**config.mk**
```make
export PLATFORM = sky130hd
export DESIGN_NAME = fchk_ctrl
export DESIGN_NICKNAME = d
export VERILOG_FILES = /design/src/rtl/fchk_pkg.sv /design/src/rtl/fchk_sync.sv /design/src/rtl/fchk_edge.sv /design/src/rtl/fchk_fsm.sv /design/src/rtl/fchk_ctrl.sv
export SDC_FILE = /design/constraint.sdc
export NUM_CORES = 1
export LEC_CHECK = 0
export BUFFER_PORTS_ARGS = -buffer_cell sky130_fd_sc_hd__buf_2
export CAP_MARGIN = 5
export CORE_AREA = 2 2 39 41
export DETAILED_ROUTE_END_ITERATION = 16
export DIE_AREA = 0 0 41 43
export PLACE_DENSITY_LB_ADDON = 0.05
export SLEW_MARGIN = 20
export SYNTH_ARGS = -nofsm -noshare
export SYNTH_HDL_FRONTEND = slang
export SYNTH_SLANG_ARGS = --single-unit
```
**constraint.sdc**
```tcl
create_clock -name clk -period 2.3 [get_ports clk]
set_clock_uncertainty 0.15 [all_clocks]
set_input_delay 0.23 -clock clk [delete_from_list [all_inputs] [get_ports clk]]
set_output_delay 0.23 -clock clk [all_outputs]
set_load 0.01 [all_outputs]
```
**src/rtl/fchk_pkg.sv**
```systemverilog
package fchk_pkg;

    typedef enum logic [1:0] {
        FC_ARMED  = 2'd0,
        FC_ACTIVE = 2'd1,
        FC_DONE   = 2'd2
    } fc_state_e;

    typedef struct packed {
        logic level;
        logic rise;
        logic fall;
    } tms_evt_t;

    function automatic int unsigned cnt_width(input int unsigned limit);
        return (limit < 2) ? 1 : $clog2(limit + 1);
    endfunction

endpackage

```
**src/rtl/fchk_sync.sv**
```systemverilog
module fchk_sync #(
    parameter int STAGES = 2
) (
    input  logic clk,
    input  logic d,
    output logic q
);
    logic [STAGES-1:0] chain;

    generate
        if (STAGES == 1) begin : g_single
            always_ff @(posedge clk) chain <= d;
        end else begin : g_multi
            always_ff @(posedge clk) chain <= {chain[STAGES-2:0], d};
        end
    endgenerate

    assign q = chain[STAGES-1];
endmodule

```
**src/rtl/fchk_edge.sv**
```systemverilog
module fchk_edge
    import fchk_pkg::*;
(
    input  logic     clk,
    input  logic     lvl,
    output tms_evt_t evt
);
    logic prev_q;

    // The previous level is tracked through reset as well, so no edge is
    // invented at reset release.
    always_ff @(posedge clk) prev_q <= lvl;

    always_comb begin
        evt.level = lvl;
        evt.rise  = ~prev_q & lvl;
        evt.fall  = prev_q & ~lvl;
    end
endmodule

```
**src/rtl/fchk_fsm.sv**
```systemverilog
module fchk_fsm
    import fchk_pkg::*;
#(
    parameter int RISE_LIMIT = 2
) (
    input  logic      clk,
    input  logic      por,
    input  tms_evt_t  evt,
    output fc_state_e state
);
    localparam int CW = cnt_width(RISE_LIMIT);
    localparam logic [CW-1:0] LAST = CW'(RISE_LIMIT - 1);

    fc_state_e      st_q, st_d;
    logic [CW-1:0]  cnt_q, cnt_d;

    always_comb begin
        st_d  = st_q;
        cnt_d = cnt_q;
        unique case (st_q)
            FC_ARMED: begin
                if (evt.fall) st_d = FC_ACTIVE;
            end
            FC_ACTIVE: begin
                if (evt.rise) begin
                    if (cnt_q == LAST) begin
                        st_d  = FC_DONE;
                        cnt_d = '0;
                    end else begin
                        cnt_d = cnt_q + 1'b1;
                    end
                end
            end
            FC_DONE: st_d = FC_DONE;
            default: st_d = FC_ARMED;
        endcase
    end

    always_ff @(posedge clk) begin
        if (por) begin
            st_q  <= evt.level ? FC_ARMED : FC_ACTIVE;
            cnt_q <= '0;
        end else begin
            st_q  <= st_d;
            cnt_q <= cnt_d;
        end
    end

    assign state = st_q;
endmodule

```
**src/rtl/fchk_ctrl.sv**
```systemverilog
module fchk_ctrl
    import fchk_pkg::*;
#(
    parameter int SYNC_STAGES = 2,
    parameter int RISE_LIMIT  = 2
) (
    input  logic clk,
    input  logic por,
    input  logic tms_pin,
    input  logic fuse_blown,
    output logic check_active,
    output logic sink_en
);
    logic      tms_lvl;
    tms_evt_t  tms_evt;
    fc_state_e state_q;

    fchk_sync #(.STAGES(SYNC_STAGES)) u_sync (
        .clk (clk),
        .d   (tms_pin),
        .q   (tms_lvl)
    );

    fchk_edge u_edge (
        .clk (clk),
        .lvl (tms_lvl),
        .evt (tms_evt)
    );

    fchk_fsm #(.RISE_LIMIT(RISE_LIMIT)) u_fsm (
        .clk   (clk),
        .por   (por),
        .evt   (tms_evt),
        .state (state_q)
    );

    assign check_active = (state_q == FC_ACTIVE);
    assign sink_en      = check_active & ~tms_lvl & ~fuse_blown;
endmodule

```
---- Word level (Yosys, flattened, before mapping) ----
Cells that the tools add are included.
storage, ports and cells
  input bits .............................. 4
  logic and storage cells ................. 28
  output and inout port bits .............. 2
  memory bits (writable) .................. 0
  flip-flop bits (word level) ............. 7
  memories kept ........................... 0
  bits in latches ......................... 0
  ROM bits ................................ 0
operators by class
  bitwise operators ....................... 7
  eq/ne operators ......................... 6
  reductions and logical operators ........ 3
  divide/modulo/power cells ............... 0
  multiplexer cells ....................... 7
  add/sub/neg operators ................... 1
  magnitude comparators ................... 0
  shifts and indexed selects .............. 0
  multiply operators ...................... 0
operators by type and width
  cell                                                 count
  2-to-1 mux 2 bit                                     5
  != test 3 x 2 -> 1 bit, second input constant        2
  one-hot mux 2 bit (3 select lines)                   1
  bitwise AND 1 bit                                    4
  equality test 2 x 1 -> 1 bit, second input constant  2
  != test 3 bit, second input constant                 1
  NOT 1 bit                                            3
  AND reduction 3 bit                                  1
  adder 2 x 1 -> 2 bit, second input constant          1
  equality test 2 bit, second input constant           1
  logical NOT 2 bit                                    1
  AND reduction 2 bit                                  1
  2-to-1 mux 1 bit                                     1

---- Logic depth before layout (Yosys ltp) ----
Gate-level depths: netlist of run 1.
  depth in word-level cells ............... 5
  depth in mapped cells ................... 5
  depth with buffers taken out ............ 5

---- Hierarchy ----
From an unflattened synthesis of run 1, not the netlist that was laid out.
unflattened totals
  cells, all modules ...................... 28
  area total of the unflattened synthesis .. 316.6 µm²
modules (own cells, without submodules)
  module     area each (µm²)  sequential area each (µm²)  cells an instance  instances
  fchk_fsm   211.5            100.1                       20                 1
  fchk_edge  42.5             20.0                        4                  1
  fchk_sync  40.0             40.0                        2                  1
  fchk_ctrl  22.5             0.0                         2                  1

---- Worst setup path after synthesis of run 1 ----
OpenSTA, ideal clock, no wires.
  path type ............................... register to output
  start point ............................. register u_fsm.st_q[1] (netlist: u_fsm.state[1])
  end point ............................... output port sink_en
  data arrival time ....................... 1,049 ps
  cell stages (with the launch flop) ...... 5
  required time ........................... 1,920 ps
  path slack .............................. 871 ps
  path buffers ............................ 0
  cells stage by stage .................... edfxtp_1 -> inv_1 -> ha_1 -> inv_1 -> nor3_1
between the ends
  longest elaborated chain between the ends .. 3
ends and longest elaborated chain
  element                         RTL line         RTL
  start, declared                 fchk_fsm.sv:14   fc_state_e st_q, st_d;
  start signal, assigned          fchk_fsm.sv:41   st_q <= evt.level ? FC_ARMED : FC_ACTIVE;
  start signal, assigned          fchk_fsm.sv:44   st_q <= st_d;
  equality test 2 x 1 -> 1 bit    fchk_ctrl.sv:37  assign check_active = (state_q == FC_ACTIVE);
  net check_active                fchk_ctrl.sv:11  output logic check_active,
  bitwise AND 1 bit (2 in a row)  fchk_ctrl.sv:38  assign sink_en = check_active & ~tms_lvl & ~fuse_blown;
  end, declared                   fchk_ctrl.sv:12  output logic sink_en
The timed path passes the listed nets, and every way through them passes these cells.

---- Worst setup path after layout of run 1 ----
  start point ............................. register u_fsm.st_q[1] (netlist: u_fsm.state[1])
  end point ............................... output port sink_en
between the ends
  longest elaborated chain between the ends .. 3
ends and longest elaborated chain
  element                         RTL line
  equality test 2 x 1 -> 1 bit    fchk_ctrl.sv:37
  bitwise AND 1 bit (2 in a row)  fchk_ctrl.sv:38
No other way between the ends.

==> metrics.txt, run 1 <==
outcome finished clean; LEAKAGE 0.181 nW; final cycle utilization of the critical path 75.0%; ratio of cells with drive above 1 in the final layout 21.6%; area fraction of the dominant cell type after synthesis 34.2%; primary flip-flop cell chosen by synthesis mapping dfxtp_1; proportion of power drawn by combinational gates 27.1%; floorplan die width 41 um; number of synthesized flops with an enable pin 2; slowest stage cell, crit path edfxtp_1; cell type with the highest aggregate area in the netlist dfxtp_1; minimum setup slack among reg-to-reg paths 0.85 ns; maximum count of clock buffers along a single path 2; CTS root buffer clkbuf_4; DRC violation count after routing 0; Switch Pwr 0.111 mW; most instantiated cells after synthesis dfxtp_1, inv_1, ha_1; number of clock sinks seen by CTS 7; number of violations reported at the end of detailed-routing iteration 0 7; remaining global-route overflow 0; measured slew at the worst slew-check pin 0.198 ns; detailed-route wire length per cell 9.19 um; largest driver fanout on the critical path 3; Netlist Area Pre-Place 293 sq um; Post-Synthesis Mean Instance Area 10.8 sq um; critical path required time 1.92 ns; post-route ant nets 0; syn_nets 34; R2R depth 4; switching fraction of total power 29.7%; maximum operating frequency 0.580 GHz; final instance count without filler cells 53; unrepaired setup endpoints after global routing no; vias in the first global route 223; ys async rst share 0%; accumulated negative setup slack 0 ns; Yosys Warn Count 0; net total in the final layout 45; worst hold-check path type primary input to register; number of synthesized register bits 7; standard cell core area 0.00138 sq mm; area taken by flip-flops and latches 160 sq um; kind of start point of the critical path register; Pre-antenna DRT Iters 4; Syn-to-layout area delta 27.8%; later-pin clock latency in the skew report 0.25 ns; tightest slew margin relative to the limit 86.8%; count of boundary I/O pins 6; maximum level of the CTS H-tree 1; max-slew violation count 0; Critical Path Most Common Cell inv_1; hold violation total from the final report 0; sequence of cells on the critical path inv_1, ha_1, inv_1, nor3_1, buf_2; num rows 14; Power Dens Cells 1000 mW/mm^2; number of fill cells 158; Max-Cap Viols 0; initial antenna violation count 0; number of CTS-inserted buffers 3; Arr. time, crit path 1.34 ns; placed wire-length estimate 371 um; clock tree from TritonCTS built; via count 218; portion of total power attributed to sequential cells 43.1%; Port Buffers 5; kind of end point of the critical path output port; portion of the post-synthesis area used by sequential elements 54.7%; overall global routing resource usage 8.46%; Unique masters post-synth 13; Ant. Diodes 0; initial core utilization 21.2%; kind of critical path register to output port; wire length after detailed routing 487 um; total area of multi-input combinational cells 114 sq um; largest net degree at the start of global routing 7; clock network fraction of total power 29.8%; maximum vdd drop 0.245 mV; via/cell ratio 4.11; register clock-pin slew on the reported worst setup and hold paths 0.05 ns; CP Launch Point u_fsm.state[1]; Critical Path Max Stage Delay 0.35 ns; Critical Path End sink_en; first-pass GRT wire length 883 um; launch point of the worst reg-to-reg path u_fsm.state[1]; Period minus WS final 1.72 ns; endpoint of the worst-slack reg-to-reg timing path u_fsm.state[0]; Final Hold Slack 0.0758 ns; gp weighted congestion 0.661; synth top area cells dfxtp_1, edfxtp_1, ha_1; cell count after synthesis 27; die boundary height 43 um; instance count after placement with tap cells included 48; cell internal pwr 0.263 mW; count of final setup violators 0; number of gates resized after cts 0; DIE AREA 0.00176 sq mm
[flip-flops by register name, indices dropped and copies added, names as in the netlist]
signal / count
u_sync.chain: 2
u_fsm.cnt_q: 2
u_fsm.state: 2
u_edge.prev_q: 1
[cells in the final DEF, fill, tap and decap left out, types with 2 or more instances in the layout]
cell type and n:
edfxtp_1 2, buf_2 5, dfxtp_1 5, ha_1 3, clkbuf_4 3, nand3b_1 2
nor3_1 2, inv_1 5, nor2_1 2
[metrics by stage]
stage / setup WS, ns / power (mW) / cell area (sq um) / utilization, %
after floorplan: 0.871 / 0.234 / 293 / -
after global placement: 0.853 / 0.266 / 338 / 24.4
after detailed placement: 0.830 / 0.265 / 338 / 24.4
after CTS: 0.546 / 0.384 / 374 / 27.0
after global routing: 0.412 / 0.415 / 374 / 27.0
final: 0.575 / 0.374 / 374 / 27.0
[critical path, delay by kind of cell, from the launching register on]
family,cells,cell delay [ns]
AND/OR/NAND/NOR,1,0.18
flip-flops,1,0.35
adder cells (fa/ha/maj),1,0.22
buffers and inverters,3,0.35
[how the worst min path moves through the flow]
stage / from / end / cells past startpoint / slack, ns
after global routing: por / u_fsm.cnt_q[0] / 2 / 0.08
after global placement: u_sync.chain[0] / u_sync.chain[1] / 0 / 0.16
final: por / u_fsm.cnt_q[0] / 2 / 0.08
after CTS: por / u_fsm.cnt_q[0] / 2 / 0.07
after detailed placement: u_sync.chain[0] / u_sync.chain[1] / 0 / 0.16
after floorplan: tms_pin / u_sync.chain[0] / 0 / 0.11
[power by group through the flow]
stage	sequential [mW]	clock, mW	combinational (mW)
floorplan	0.162	0	0.0721
global placement	0.164	0	0.102
detailed placement	0.164	0	0.102
CTS	0.161	0.119	0.104
global route	0.164	0.132	0.119
finish	0.161	0.112	0.101
[routing by layer]
metal / vias up / wire length [um] / global-route usage (%)
li1: 112 / - / -
met1: 96 / 217 / 8.77
met2: 7 / 219 / 10.3
met3: 3 / 21 / 4.71
met4: 0 / 29 / 10.0
met5: - / 0 / 0
[cells by family (layout without fill, tap and decap cells)]
group / count (synthesis) / after routing / synth area share, %
simple gates: 7 / 7 / 13.2
compound gates: 4 / 4 / 9.83
xor+xnor: 1 / 1 / 2.99
flops: 7 / 7 / 54.7
buf+inv: 5 / 15 / 6.41
fa+ha+maj: 3 / 3 / 12.8
[cell type report]
cell class | instances | area share [%]
Timing Repair Buffer | 6 | 9.36
Sequential cell | 7 | 42.8
Clock buffer | 4 | 7.02
Tap cell | 16 | 5.35
Inverter | 5 | 5.02
Multi-Input combinational cell | 15 | 30.4
[what timing repair did]
item / in CTS / in global routing
hold buffers: 1 / 0
endpoints found under the setup margin: 0 / 0
setup buffers: 0 / 0
endpoints found under the hold margin: 1 / 0
Power figures use the tool's default switching activity.
==> run 2, diff against run 1 <==
ABC_AREA = 1   (was unset)
clock period = 1.7 ns   (was 2.3 ns; I/O delays follow)
==> metrics.txt, run 2 <==
share of cell area taken by muxes after synthesis 0% (unchanged); Max-Cap Viols 0 (unchanged); ys async rst share 0% (unchanged); register clock-pin slew on the reported worst setup and hold paths 0.05 ns (about the same); post-synthesis adder-cell area fraction 11.8% (-1.0 points); worst hold-check path type primary input to register; number of clock sinks seen by CTS 7 (unchanged); ratio of cells with drive above 1 in the final layout 20.4% (-1.2 points); largest net degree at the start of global routing 8 (+1); cell area after layout 412 sq um (+10%); LEAKAGE 0.200 nW (+10%); post-route total power 0.590 mW (+58%); count of boundary I/O pins 6 (unchanged); switching fraction of total power 34.0% (+4.4 points); Unique masters post-synth 12 (-1); die boundary height 43 um (unchanged); first-pass GRT wire length 1060 um (+19%); clock tree from TritonCTS built; via/cell ratio 3.71 (-9.9%); portion of total power attributed to sequential cells 40.5% (-2.6 points); Netlist Area Pre-Place 318 sq um (+8.5%); tightest slew margin relative to the limit 85.0% (-1.8 points); Simple-Gate Fraction of Synth Area 22.8% (+9.6 points); clock network fraction of total power 25.2% (-4.6 points); Critical Path Max Stage Delay 0.36 ns (about the same); maximum vdd drop 0.611 mV (+150%); most frequently used cell type in the post-synthesis netlist inv_1; Critical Path Most Common Cell inv_1; number of fill cells 159 (+0.63%); initial antenna violation count 0 (unchanged); slowest stage cell, crit path edfxtp_1; number of CTS-inserted buffers 3 (unchanged); maximum level of the CTS H-tree 1 (unchanged); number of synthesized register bits 7 (unchanged); sequence of cells on the critical path inv_1, ha_4, inv_1, nor3_1, buf_2; Yosys Warn Count 0 (unchanged); main combinational cell family by area after synthesis simple AND/OR/NAND/NOR gates; accumulated negative setup slack 0 ns (unchanged); wire length after detailed routing 568 um (+17%); CTS root buffer clkbuf_4; post-place instance area 363 sq um (+7.4%); number of violations reported at the end of detailed-routing iteration 0 2 (-5); Power Dens Cells 1430 mW/mm^2 (+43%); number of synthesized flops with an enable pin 2 (unchanged); most instantiated cells after synthesis inv_1, nand2_1, dfxtp_1; proportion of power drawn by combinational gates 34.3% (+7.2 points); later-pin clock latency in the skew report 0.25 ns (about the same); vias in the first global route 277 (+24%); hold violation total from the final report 0 (unchanged); syn_nets 46 (+35%); Arr. time, crit path 1.25 ns (-0.09 ns); Switch Pwr 0.201 mW (+81%); commonest cells after routing, fill and taps aside inv_1, nand2_1, buf_2, dfxtp_1, nor2_1; Ant. Diodes 0 (unchanged); final cell utilization of the core 29.7% (+2.7 points); largest driver fanout on the critical path 5 (+2); initial core utilization 23.0% (+1.8 points); floorplan die width 41 um (unchanged); critical path required time 1.38 ns (-0.54 ns); overall global routing resource usage 9.66% (+1.2 points); post-route ant nets 0 (unchanged); measured slew at the worst slew-check pin 0.225 ns (+0.0264 ns); detailed-route wire length per cell 8.74 um (-4.9%); DIE AREA 0.00176 sq mm (unchanged); maximum operating frequency 0.637 GHz; final instance count without filler cells 65 (+23%); post-synthesis compound-gate area fraction 3.15% (-6.7 points); num rows 14 (unchanged); DRC violation count after routing 0 (unchanged); placed wire-length estimate 416 um (+12%); most common library cell in the layout ignoring fill and taps inv_1; cell count after synthesis 39 (+44%); outcome finished clean; gp weighted congestion 0.667 (+0.91%); instance count after placement with tap cells included 60 (+25%); remaining global-route overflow 0 (unchanged); Period minus WS final 1.57 ns; kind of critical path register to output port; XOR/XNOR Fraction of Synth Area 0% (-3.0 points); Pre-antenna DRT Iters 2 (-2); cell internal pwr 0.389 mW (+48%); via count 241 (+11%); Syn-to-layout area delta 29.5%; Post-Synthesis Mean Instance Area 8.15 sq um (-25%); unrepaired setup endpoints after global routing no; count of final setup violators 0 (unchanged); standard cell core area 0.00138 sq mm (unchanged); Port Buffers 5 (unchanged); maximum count of clock buffers along a single path 2 (unchanged); final cycle utilization of the critical path 92.4%; max-slew violation count 0 (unchanged); cell type with the highest aggregate area in the netlist dfxtp_1; synth top area cells dfxtp_1, edfxtp_1, ha_1; kind of end point of the critical path output port; net total in the final layout 57 (+27%); kind of start point of the critical path register; primary flip-flop cell chosen by synthesis mapping dfxtp_1; portion of the post-synthesis area used by sequential elements 50.4% (-4.3 points); area fraction of the dominant cell type after synthesis 31.5% (-2.7 points)
[run 2: area by class of cell]
class	count	area, sq um	share of cell area, %
timing repair buffer	6	35.0	8.51
inverter	10	37.5	9.12
multi-input combinational	22	133	32.2
sequential	7	160	38.9
clock buffer	4	26.3	6.38
tap	16	20.0	4.86
[run 2: final timing paths]
| kind | start | to | cells after the start | slack, ns |
|---|---|---|---|---|
| worst max-delay path | u_fsm.state[1] | sink_en | 5 | 0.13 |
| worst min-delay path | por | u_fsm.state[1] | 2 | 0.08 |
| worst max register to register | u_fsm.state[0] | u_fsm.state[0] | 6 | 0.25 |
| worst min register to register | u_sync.chain[0] | u_sync.chain[1] | 0 | 0.17 |
[run 2: power groups by stage]
stage	combinational (mW)	sequential, mW	clock, mW
5_1_grt	0.237	0.244	0.166
4_1_cts	0.186	0.233	0.158
6_report	0.203	0.239	0.149
2_1_floorplan	0.135	0.230	0
3_3_place_gp	0.179	0.237	0
3_5_place_dp	0.180	0.236	0
[run 2: worst max-delay path, delay by kind of cell, from the launching register on]
kind	cells	cell delay, ns
fa+ha+maj	1	0.18
buf+inv	3	0.34
flops	1	0.36
simple gates	1	0.12
[run 2: kinds of logic (layout without fill, tap and decap cells)]
logic type / Yosys count / count (layout)
flops: 7 / 7
simple gates: 17 / 17
fa+ha+maj: 3 / 3
buf+inv: 10 / 20
compound gates: 2 / 2
[run 2: metrics by stage]
stage | setup slack [ns] | hold slack [ns]
final | 0.130 | 0.0785
after global routing | 0.0414 | 0.0871
after CTS | 0.0188 | 0.0677
after detailed placement | 0.187 | 0.124
after global placement | 0.230 | 0.124
after floorplan | 0.263 | 0.0477
[run 2: per-layer routing]
| layer | global-route usage [%] | wire [um] | share of wire (%) |
|---|---|---|---|
| met5 | 0 | 0 | 0 |
| met1 | 10.4 | 259 | 46 |
| met3 | 7.85 | 31 | 5.5 |
| met2 | 13.4 | 276 | 49 |
| met4 | 4.00 | 0 | 0 |
[run 2: what timing repair did]
action,4_1_cts,5_1_grt
gates resized for setup,0,2
hold buffers,1,0
endpoints found under the hold margin,1,0
setup buffers,0,0
endpoints found under the setup margin,0,1
